--- config.mk ---
export PLATFORM = sky130hd
export DESIGN_NAME = rfrd_port
export DESIGN_NICKNAME = d
export VERILOG_FILES = /design/src/rtl/rfrd_pkg.sv /design/src/rtl/rfrd_ptr.sv /design/src/rtl/rfrd_ctl.sv /design/src/rtl/rfrd_slots.sv /design/src/rtl/rfrd_port.sv
export SDC_FILE = /design/constraint.sdc
export NUM_CORES = 1
export LEC_CHECK = 0
export ABC_CLOCK_PERIOD_IN_PS = 4800
export BUFFER_PORTS_ARGS = -buffer_cell sky130_fd_sc_hd__buf_2
export CAP_MARGIN = 20
export CORE_UTILIZATION = 44
export CTS_BUF_LIST = sky130_fd_sc_hd__clkbuf_8
export DETAILED_ROUTE_END_ITERATION = 7
export PLACE_DENSITY = 0.77
export SYNTH_ARGS = -nofsm -noshare
export SYNTH_HDL_FRONTEND = slang
export SYNTH_SLANG_ARGS = --single-unit
--- constraint.sdc ---
create_clock -name clk -period 4.8 [get_ports clk]
set_input_delay 0.48 -clock clk [delete_from_list [all_inputs] [get_ports clk]]
set_output_delay 0.48 -clock clk [all_outputs]
set_load 0.01 [all_outputs]
--- src/rtl/rfrd_pkg.sv ---
package rfrd_pkg;
  localparam int unsigned SLOTS = 2;

  function automatic logic [1:0] min2(input logic [1:0] a, input logic [1:0] b);
    return (a < b) ? a : b;
  endfunction
endpackage

--- src/rtl/rfrd_ptr.sv ---
module rfrd_ptr #(
  parameter int AW = 10
) (
  input  logic        clk,
  input  logic        rst,
  input  logic        rewind,
  input  logic        mark,
  input  logic [1:0]  adv,
  output logic [AW:0] rd_ptr
);
  localparam int PW = AW + 1;

  logic [PW-1:0] mark_ptr;
  logic          mark_vld;

  always_ff @(posedge clk) begin
    if (rst) begin
      rd_ptr   <= '0;
      mark_ptr <= '0;
      mark_vld <= 1'b0;
    end else if (rewind) begin
      rd_ptr <= mark_vld ? mark_ptr : '0;
    end else begin
      rd_ptr <= rd_ptr + PW'(adv);
      if (mark) begin
        mark_ptr <= rd_ptr;
        mark_vld <= 1'b1;
      end
    end
  end

  // a rewind lands on the recorded mark, or on zero when no mark is held
  assert_rewind_target_R8: assert property (@(posedge clk) disable iff (rst)
    (!$past(rst) && $past(rewind)) |->
      (rd_ptr == ($past(mark_vld) ? $past(mark_ptr) : PW'(0))));

  // outside a rewind, the pointer moves by exactly the granted fetch count
  assert_ptr_step_R2: assert property (@(posedge clk) disable iff (rst)
    (!$past(rst) && !$past(rewind)) |-> (rd_ptr == $past(rd_ptr) + PW'($past(adv))));
endmodule

--- src/rtl/rfrd_ctl.sv ---
module rfrd_ctl #(
  parameter int AW = 10
) (
  input  logic        clk,
  input  logic        rst,
  input  logic        ddr_sel,
  input  logic        fwft_sel,
  input  logic        rd_en_n,
  input  logic        rewind,
  input  logic [AW:0] wr_ptr,
  input  logic [AW:0] rd_ptr,
  output logic [1:0]  adv,
  output logic        empty_n,
  output logic        ready_n
);
  import rfrd_pkg::*;
  localparam int PW = AW + 1;

  logic [1:0]    cap, avail_c, consume, room, held_q, held_d;
  logic [PW-1:0] avail, left;

  always_comb begin
    cap     = ddr_sel ? 2'd2 : 2'd1;
    avail   = wr_ptr - rd_ptr;
    avail_c = (avail > PW'(2)) ? 2'd2 : avail[1:0];
    consume = (!rd_en_n && fwft_sel) ? min2(held_q, cap) : 2'd0;
    if (fwft_sel) room = cap - held_q + consume;
    else          room = rd_en_n ? 2'd0 : cap;
    adv     = rewind ? 2'd0 : min2(room, avail_c);
    held_d  = fwft_sel ? (held_q - consume + adv) : 2'd0;
    left    = avail - PW'(adv);
  end

  always_ff @(posedge clk) begin
    if (rst || rewind) begin
      held_q  <= 2'd0;
      empty_n <= 1'b0;
      ready_n <= 1'b1;
    end else begin
      held_q  <= held_d;
      empty_n <= (left != '0);
      ready_n <= fwft_sel ? (held_d == 2'd0) : 1'b1;
    end
  end

  // no fetch is granted while nothing is stored
  assert_no_empty_read_R4: assert property (@(posedge clk) disable iff (rst)
    (wr_ptr == rd_ptr) |-> (adv == 2'd0));

  // single rate never moves more than one word per cycle
  assert_single_rate_R2: assert property (@(posedge clk) disable iff (rst)
    !ddr_sel |-> (adv <= 2'd1));

  // flags after a rewind
  assert_rewind_flags_R9: assert property (@(posedge clk) disable iff (rst)
    rewind |=> (!empty_n && ready_n));

  // ready flag only while the stage holds data
  assert_ready_held_R6: assert property (@(posedge clk) disable iff (rst)
    !ready_n |-> (fwft_sel && held_q != 2'd0));
endmodule

--- src/rtl/rfrd_slots.sv ---
module rfrd_slots #(
  parameter int AW = 10
) (
  input  logic                                 clk,
  input  logic                                 rst,
  input  logic [AW:0]                          rd_ptr,
  input  logic [1:0]                           adv,
  output logic [rfrd_pkg::SLOTS-1:0]           fetch_vld,
  output logic [rfrd_pkg::SLOTS-1:0][AW-1:0]   fetch_addr
);
  import rfrd_pkg::*;

  for (genvar i = 0; i < SLOTS; i++) begin : g_slot
    always_ff @(posedge clk) begin
      if (rst) begin
        fetch_vld[i]  <= 1'b0;
        fetch_addr[i] <= '0;
      end else begin
        fetch_vld[i]  <= (adv > 2'(i));
        fetch_addr[i] <= rd_ptr[AW-1:0] + AW'(i);
      end
    end
  end

  // the falling-half slot is only used together with the rising-half slot
  assert_slot_order_R3: assert property (@(posedge clk) disable iff (rst)
    fetch_vld[1] |-> fetch_vld[0]);
endmodule

--- src/rtl/rfrd_port.sv ---
module rfrd_port #(
  parameter int AW = 10
) (
  input  logic          clk,
  input  logic          rst,
  input  logic          ddr_sel,
  input  logic          fwft_sel,
  input  logic          rd_en_n,
  input  logic          rewind,
  input  logic          mark,
  input  logic [AW:0]   wr_ptr,
  output logic [AW:0]   rd_ptr,
  output logic [1:0]    fetch_vld,
  output logic [AW-1:0] fetch_addr_a,
  output logic [AW-1:0] fetch_addr_b,
  output logic          empty_n,
  output logic          ready_n
);
  import rfrd_pkg::*;

  logic [1:0]                 adv;
  logic [SLOTS-1:0][AW-1:0]   addr;

  rfrd_ctl #(.AW(AW)) u_ctl (
    .clk(clk), .rst(rst), .ddr_sel(ddr_sel), .fwft_sel(fwft_sel),
    .rd_en_n(rd_en_n), .rewind(rewind), .wr_ptr(wr_ptr), .rd_ptr(rd_ptr),
    .adv(adv), .empty_n(empty_n), .ready_n(ready_n)
  );

  rfrd_ptr #(.AW(AW)) u_ptr (
    .clk(clk), .rst(rst), .rewind(rewind), .mark(mark), .adv(adv), .rd_ptr(rd_ptr)
  );

  rfrd_slots #(.AW(AW)) u_slots (
    .clk(clk), .rst(rst), .rd_ptr(rd_ptr), .adv(adv),
    .fetch_vld(fetch_vld), .fetch_addr(addr)
  );

  assign fetch_addr_a = addr[0];
  assign fetch_addr_b = addr[1];

  // straps are static outside reset
  assert_static_straps_R3: assert property (@(posedge clk) disable iff (rst)
    ($stable(ddr_sel) && $stable(fwft_sel)));
endmodule

==> key figures, run 1 <==
Logic synthesis
  – Synth warn: 0
  – Mean Syn Cell Area: 8.289 um^2
  – Synth area leader: dfxtp_1
  – Post-Syn Instances: 328
  – Fraction of registers with async set/reset: 0%
  – Yosys cell types: 44
  – Post-synth EDFFs: 0
  – Synth top cells by count: dfxtp_1 (49), nand2_1 (43), nor2_1 (36), a21oi_1 (26), ha_1 (21)
  – Ranking of synthesized cells by area: dfxtp_1 (36%), ha_1 (9.7%), xnor2_1 (6.1%)
  – Post-synth top area share: 36.08%
  – Number of synthesized register bits: 49
  – Syn_nets: 369
  – Mapped Area: 0.002719 mm^2
  – Top_reg_cell synth: dfxtp_1
  – Register area share after synthesis: 36.08%
  – Most frequent cell after synthesis: dfxtp_1

Final layout
  – Layout cell share with drive strength beyond 1: 27.18%
  – Area grow syn2layout: 26.28%
  – ANT cells: 0
  – Cell area after layout: 0.003433 mm^2
  – Final net count: 441
  – Final non-filler cell total: 476

Floorplanning
  – Num ports: 53
  – Initial Utilization: 45.65%
  – Die width: 80.61 um
  – Die height: 80.61 um
  – Die ar.: 0.006498 mm^2
  – CORE AREA: 0.005956 mm^2
  – Row cnt: 28

Route
  – Vias: 2,582
  – Post-Route WL: 6804 um
  – DRC: 0
  – Drt wl/cell: 14.29 um
  – Pre-antenna DRT Iters: 4
  – Vias per cell: 5.424
  – Initial drt markers: 148
  – Final antenna-violating net count: 0

Clocking
  – CTS Root Cell: clkbuf_8
  – CTS Buf Count: 5
  – Num Clock Sinks: 49
  – CTS tree: yes
  – Clock tree buffer depth: 2
  – H-tree Lvls: 2
  – Worst-path clk slew: 100 ps
  – Clk_lat worst skew: 310 ps

Timing
  – Final setup vio count: 0
  – Fin Setup TNS: 0 ps
  – Max_slew headroom: 41.30%
  – Worst-margin pin slew: 878.7 ps
  – Final period util: 97.31%
  – Worst Skew: 9.307 ps
  – Hold Vio Cnt, Final: 0
  – Slew Limit Fails: 0
  – Min Clock Period, post-route: 4671 ps
  – Unrepaired setup endpoints after global routing: yes
  – Max Freq: 0.2141 GHz

Worst setup path
  – Worst R2R End: u_ctl.ready_n
  – Crit path DAT: 4890 ps
  – Worst Setup End Kind: flop
  – Setup CP Type: reg2reg
  – Reg2reg start: u_ptr.rd_ptr[0]
  – Critical Path RT: 5020 ps
  – Reg2Reg Depth: 23
  – Critical Path Start Type: flop
  – Highest net fanout along the worst path: 5
  – R2R Setup Slk: 130 ps

Place
  – HPWL after DPL: 4925 um
  – DP Area: 0.003198 mm^2
  – Placed instance count: 466
  – Port buffer count: 52
  – Gpl congestion: 0.8019

Global routing
  – Largest net degree at the start of global routing: 42
  – Initial antenna violation count: 0
  – First-pass GRT wire length: 10,470 um
  – GRT overflow: 0
  – Tot GR Track Use: 20.78%
  – Vias in the first global route: 2,294

Worst hold path
  – Worst Min Path Start: u_ptr.mark_ptr[0]
  – WHS Endpoint: u_ptr.mark_ptr[0]
  – Hold Crit Class: reg2reg
  – Hold path cells: 2

Power and ir drop
  – Peak supply drop: 160.4 uV
  – Leakage power total: 1.491 nW
  – Total Power: 814.0 uW
  – PwrDens: 237.1 mW/mm^2

Run
  – # Max-Cap Violations: 0

Status
  – Status: complete, no violations
sequential cells by signal (all words and copies together), names as in the netlist:
register,cells
u_ctl.empty_n,1
u_ctl.held_q,2
u_ctl.ready_n,1
u_ptr.mark_ptr,11
u_ptr.mark_vld,1
u_ptr.rd_ptr,11
u_slots.fetch_addr,20
u_slots.fetch_vld,2
cells by family (layout without fill, tap and decap cells):
| kind of cell | after synthesis | after routing | share of synthesized area, % |
|---|---|---|---|
| adder cells (fa/ha/maj) | 23 | 23 | 11.14 |
| AND/OR/NAND/NOR | 132 | 132 | 22.73 |
| multiplexers | 4 | 4 | 1.473 |
| buffers and inverters | 30 | 103 | 4.372 |
| AO/OA/AOI/OAI | 65 | 65 | 16.15 |
| XOR/XNOR | 25 | 25 | 8.053 |
| flip-flops | 49 | 49 | 36.08 |
cells in the final DEF (no fill, tap or decap), types with 4 or more instances in the layout:
master / synthesis / final
nand3_1: 18 / 18
nand2_1: 43 / 43
a22o_1: 6 / 6
nor2_1: 36 / 36
a21oi_1: 26 / 22
nor2b_1: 4 / 4
o211ai_1: 4 / 4
xor2_1: 6 / 5
clkbuf_8: 0 / 5
a21o_1: 5 / 5
dfxtp_1: 49 / 48
buf_4: 1 / 26
ha_2: 0 / 4
o21ai_0: 8 / 8
xnor2_1: 19 / 18
mux2i_1: 4 / 4
inv_1: 17 / 16
a21oi_2: 1 / 4
nand2b_1: 4 / 4
and3_1: 6 / 6
buf_2: 1 / 52
ha_1: 21 / 16
routing by layer:
layer | track usage (%) | up-vias | routed length [um]
li1 | - | 1283 | -
met1 | 24.31 | 1208 | 2841
met2 | 36.78 | 77 | 3448
met3 | 5.114 | 14 | 387
met4 | 6.607 | 0 | 127
met5 | 0 | - | 0
worst max-delay path, stage by stage, from the launching register on:
cell and delay (ps):
dfxtp_4 380, ha_4 120, inv_2 40, fa_2 380, a21o_1 220, a22o_4 280, or3_4 350, a21oi_4 150
o32ai_4 100, nor4_4 240, ha_2 230, a21oi_2 40, a21oi_2 140, nand2b_1 100, or3_4 380, o31a_1 250
ha_1 270, inv_1 40, ha_2 180, xnor2_2 140, xnor2_1 190, xnor2_1 130, and3_1 180, nor2_1 40
stage by stage:
step                hold WS [ps]  util [%]  worst slack [ps]
floorplan                  436.6         -             12.88
global placement           442.1     53.70            -90.81
detailed placement         446.6     53.70            -248.3
CTS                        461.0     55.38             12.45
global route               490.1     57.65            -103.8
finish                     461.5     57.65             128.9
worst max-delay path by stage:
stage                     from            end  slack [ps]  depth (start not counted)
6_report       u_ptr.rd_ptr[0]  u_ctl.ready_n         130                         23
4_1_cts        u_ptr.rd_ptr[0]  u_ctl.ready_n          10                         23
3_3_place_gp         wr_ptr[0]  u_ctl.ready_n         -90                         25
2_1_floorplan  u_ptr.rd_ptr[0]  u_ctl.ready_n          10                         23
3_5_place_dp         wr_ptr[0]  u_ctl.ready_n        -250                         25
5_1_grt        u_ptr.rd_ptr[6]  u_ctl.ready_n        -100                         21
layout make-up:
type,count,area [um^2]
Clock inverter,3,25.02
Multi-Input combinational cell,249,1742
Inverter,17,63.81
Tap cell,75,93.84
Timing Repair Buffer,78,455.4
Sequential cell,49,984.7
Clock buffer,5,68.82
Fill cell,514,2522
where the power goes:
part / total, mW / internal [mW] / switching (mW) / leakage [nW]
sequential: 0.415 / 0.412 / 0.00362 / 0.397
clock: 0.256 / 0.106 / 0.149 / 0.0452
combinational: 0.143 / 0.0604 / 0.0828 / 1.05
what timing repair did:
action,in CTS,in global routing
pin swaps,0,13
hold buffers,0,0
resized for setup,1,24
endpoints found under the setup margin,1,13
buffers inserted,0,2
No activity file was read; power rests on OpenSTA's default activity.
==> inputs of run 2 (changes only) <==
Settings changed: PLACE_DENSITY 0.77 to 0.68.
==> key figures, run 2 (synthesized netlist as in run 1, its figures left out) <==
Route
  – Vias per cell: 5.285
  – Initial drt markers: 152
  – Metal-1 WL: 3058 um
  – Post-Route WL: 6735 um
  – DRC: 0
  – Pre-antenna DRT Iters: 4
  – DR WL met3: 287 um
  – Final antenna-violating net count: 0
  – Drt wl/cell: 14.03 um
  – Met2 WL post-DR: 3344 um
  – Highest metal used: met4
  – Vias: 2,537

Worst setup path
  – Critical path buffer and inverter count: 2
  – Largest stage delay on the critical path: 380 ps
  – CP top delay family: simple AND/OR/NAND/NOR gates
  – Critical Path Start Type: flop
  – Worst Setup End Kind: flop
  – Critical path, cell by cell: ha_4 -> inv_2 -> fa_2 -> a21o_1 -> a22o_4 -> or3_4 -> a21oi_4 -> o32ai_4 -> nor4_4 -> ha_2 -> a21oi_2 -> a21oi_2 -> nand2b_1 -> or3_4 -> o31a_1 -> ha_1 -> inv_1 -> ha_2 -> xnor2_2 -> xnor2_1 -> xnor2_1 -> and3_1 -> nor2_1
  – Highest net fanout along the worst path: 6
  – Setup CP Type: reg2reg
  – Crit path DAT: 4880 ps
  – CP max stage cell: or3_4
  – Critical Path RT: 5010 ps

Clocking
  – Hold-fix buffers, CTS: 0
  – H-tree Lvls: 2
  – Num Clock Sinks: 49
  – Worst-path clk slew: 90 ps
  – Clk_lat worst skew: 300 ps
  – CTS Root Cell: clkbuf_8
  – Clock tree buffer depth: 2
  – CTS Buf Count: 5
  – CTS tree: yes

Floorplanning
  – Row cnt: 28
  – CORE AREA: 0.005956 mm^2
  – Die width: 80.61 um
  – Num ports: 53
  – Die height: 80.61 um
  – Initial Utilization: 45.65%
  – Die ar.: 0.006498 mm^2

Final layout
  – Final net count: 445
  – ANT cells: 0
  – Largest Register: u_slots.fetch_addr
  – Area grow syn2layout: 26.97%
  – Cell area after layout: 0.003452 mm^2
  – Most common cell after layout, fill and taps aside: buf_2
  – Largest regs: u_slots.fetch_addr: 20 flops, u_ptr.mark_ptr: 11 flops, u_ptr.rd_ptr: 11 flops
  – Max reg flops: 20
  – Most frequent cells in the layout: buf_2 (52), dfxtp_1 (47), nand2_1 (43)
  – Final non-filler cell total: 480
  – Layout cell share with drive strength beyond 1: 28.40%

Power and ir drop
  – Peak supply drop: 138.0 uV
  – PwrDens: 233.7 mW/mm^2
  – Total Power: 806.8 uW
  – Leakage power total: 1.505 nW

Timing
  – Max Freq: 0.2137 GHz
  – Unrepaired setup endpoints after global routing: yes
  – Final period util: 97.47%
  – Worst Skew: 6.618 ps
  – Fin Setup TNS: 0 ps
  – Final setup vio count: 0
  – Min Clock Period, post-route: 4679 ps
  – Slew Limit Fails: 0
  – Max_slew headroom: 41.78%
  – Hold_ws: 461.2 ps
  – Worst-margin pin slew: 871.6 ps
  – Hold Vio Cnt, Final: 0

Run
  – # Max-Cap Violations: 0

Place
  – Port buffer count: 52
  – DP Area: 0.003191 mm^2
  – HPWL after DPL: 4860 um
  – Placed instance count: 465
  – Gpl congestion: 0.8567

Status
  – Status: complete, no violations

Worst hold path
  – Hold Crit Class: reg2reg

Global routing
  – Initial antenna violation count: 0
  – Largest net degree at the start of global routing: 42
  – GRT overflow: 0
  – Tot GR Track Use: 20.26%
  – First-pass GRT wire length: 10,140 um
  – Vias in the first global route: 2,230
## run 2: cell count changes in the layout (fill, tap and decap cells not counted), moves of 2 or more
cell / previous run / this run
dfxtp_2: 0 / 2
ha_1: 16 / 18
ha_2: 4 / 2
buf_4: 26 / 30
## run 2: repair_timing
item,CTS,global route
buffers inserted,0,7
hold endpoints to repair,0,0
pin swaps,2,12
endpoints found under the setup margin,3,13
gates resized for setup,5,20
## run 2: report_power, final
group	internal, mW	leakage [nW]	total, mW	switching, mW
logic	0.0619	1.06	0.143	0.0810
clock network	0.104	0.0445	0.248	0.145
registers	0.412	0.398	0.416	0.00370
total	0.578	1.51	0.807	0.229
## run 2: per-layer routing
metal / vias up / global-route usage (%)
met3: 4 / 4.205
li1: 1285 / -
met1: 1184 / 26.07
met2: 64 / 34.24
met5: - / 0
met4: 0 / 5.000
## run 2: stage by stage
step,setup WS [ps],utilization (%)
finish,121.4,57.96
global route,-122.4,57.96
CTS,10.79,55.55
detailed placement,-292.1,53.57
global placement,-95.58,53.57
floorplan,12.88,-
## run 2: worst register-to-register path, cell delays in order, from the launching register on
cell and delay, ps:
dfxtp_2 370, ha_4 130, inv_2 30, fa_2 330
a21o_1 220, a22o_4 280, or3_4 340, a21oi_4 150
o32ai_4 100, nor4_4 290, ha_2 230, a21oi_2 40
a21oi_2 150, nand2b_1 90, or3_4 380, o31a_1 250
ha_1 270, inv_1 40, ha_2 170, xnor2_2 140
xnor2_1 190, xnor2_1 140, and3_1 180, nor2_1 40
## run 2: final cells by class
class / count / area [um^2]
fillers: 562 / 2504
multi-input cells: 249 / 1735
flip-flops and latches: 49 / 983.4
repair buffers: 82 / 485.5
well taps: 75 / 93.84
clock buffers: 5 / 68.82
inverters: 17 / 63.81
clock inverters: 3 / 21.27
## run 2: final timing paths
check                                       start                end  slack, ps  depth (start not counted)
worst max-delay path              u_ptr.rd_ptr[0]      u_ctl.ready_n        120                         23
worst min-delay path            u_ptr.mark_ptr[6]  u_ptr.mark_ptr[6]        460                          2
worst max register to register    u_ptr.rd_ptr[0]      u_ctl.ready_n        120                         23
worst min register to register  u_ptr.mark_ptr[6]  u_ptr.mark_ptr[6]        460                          2
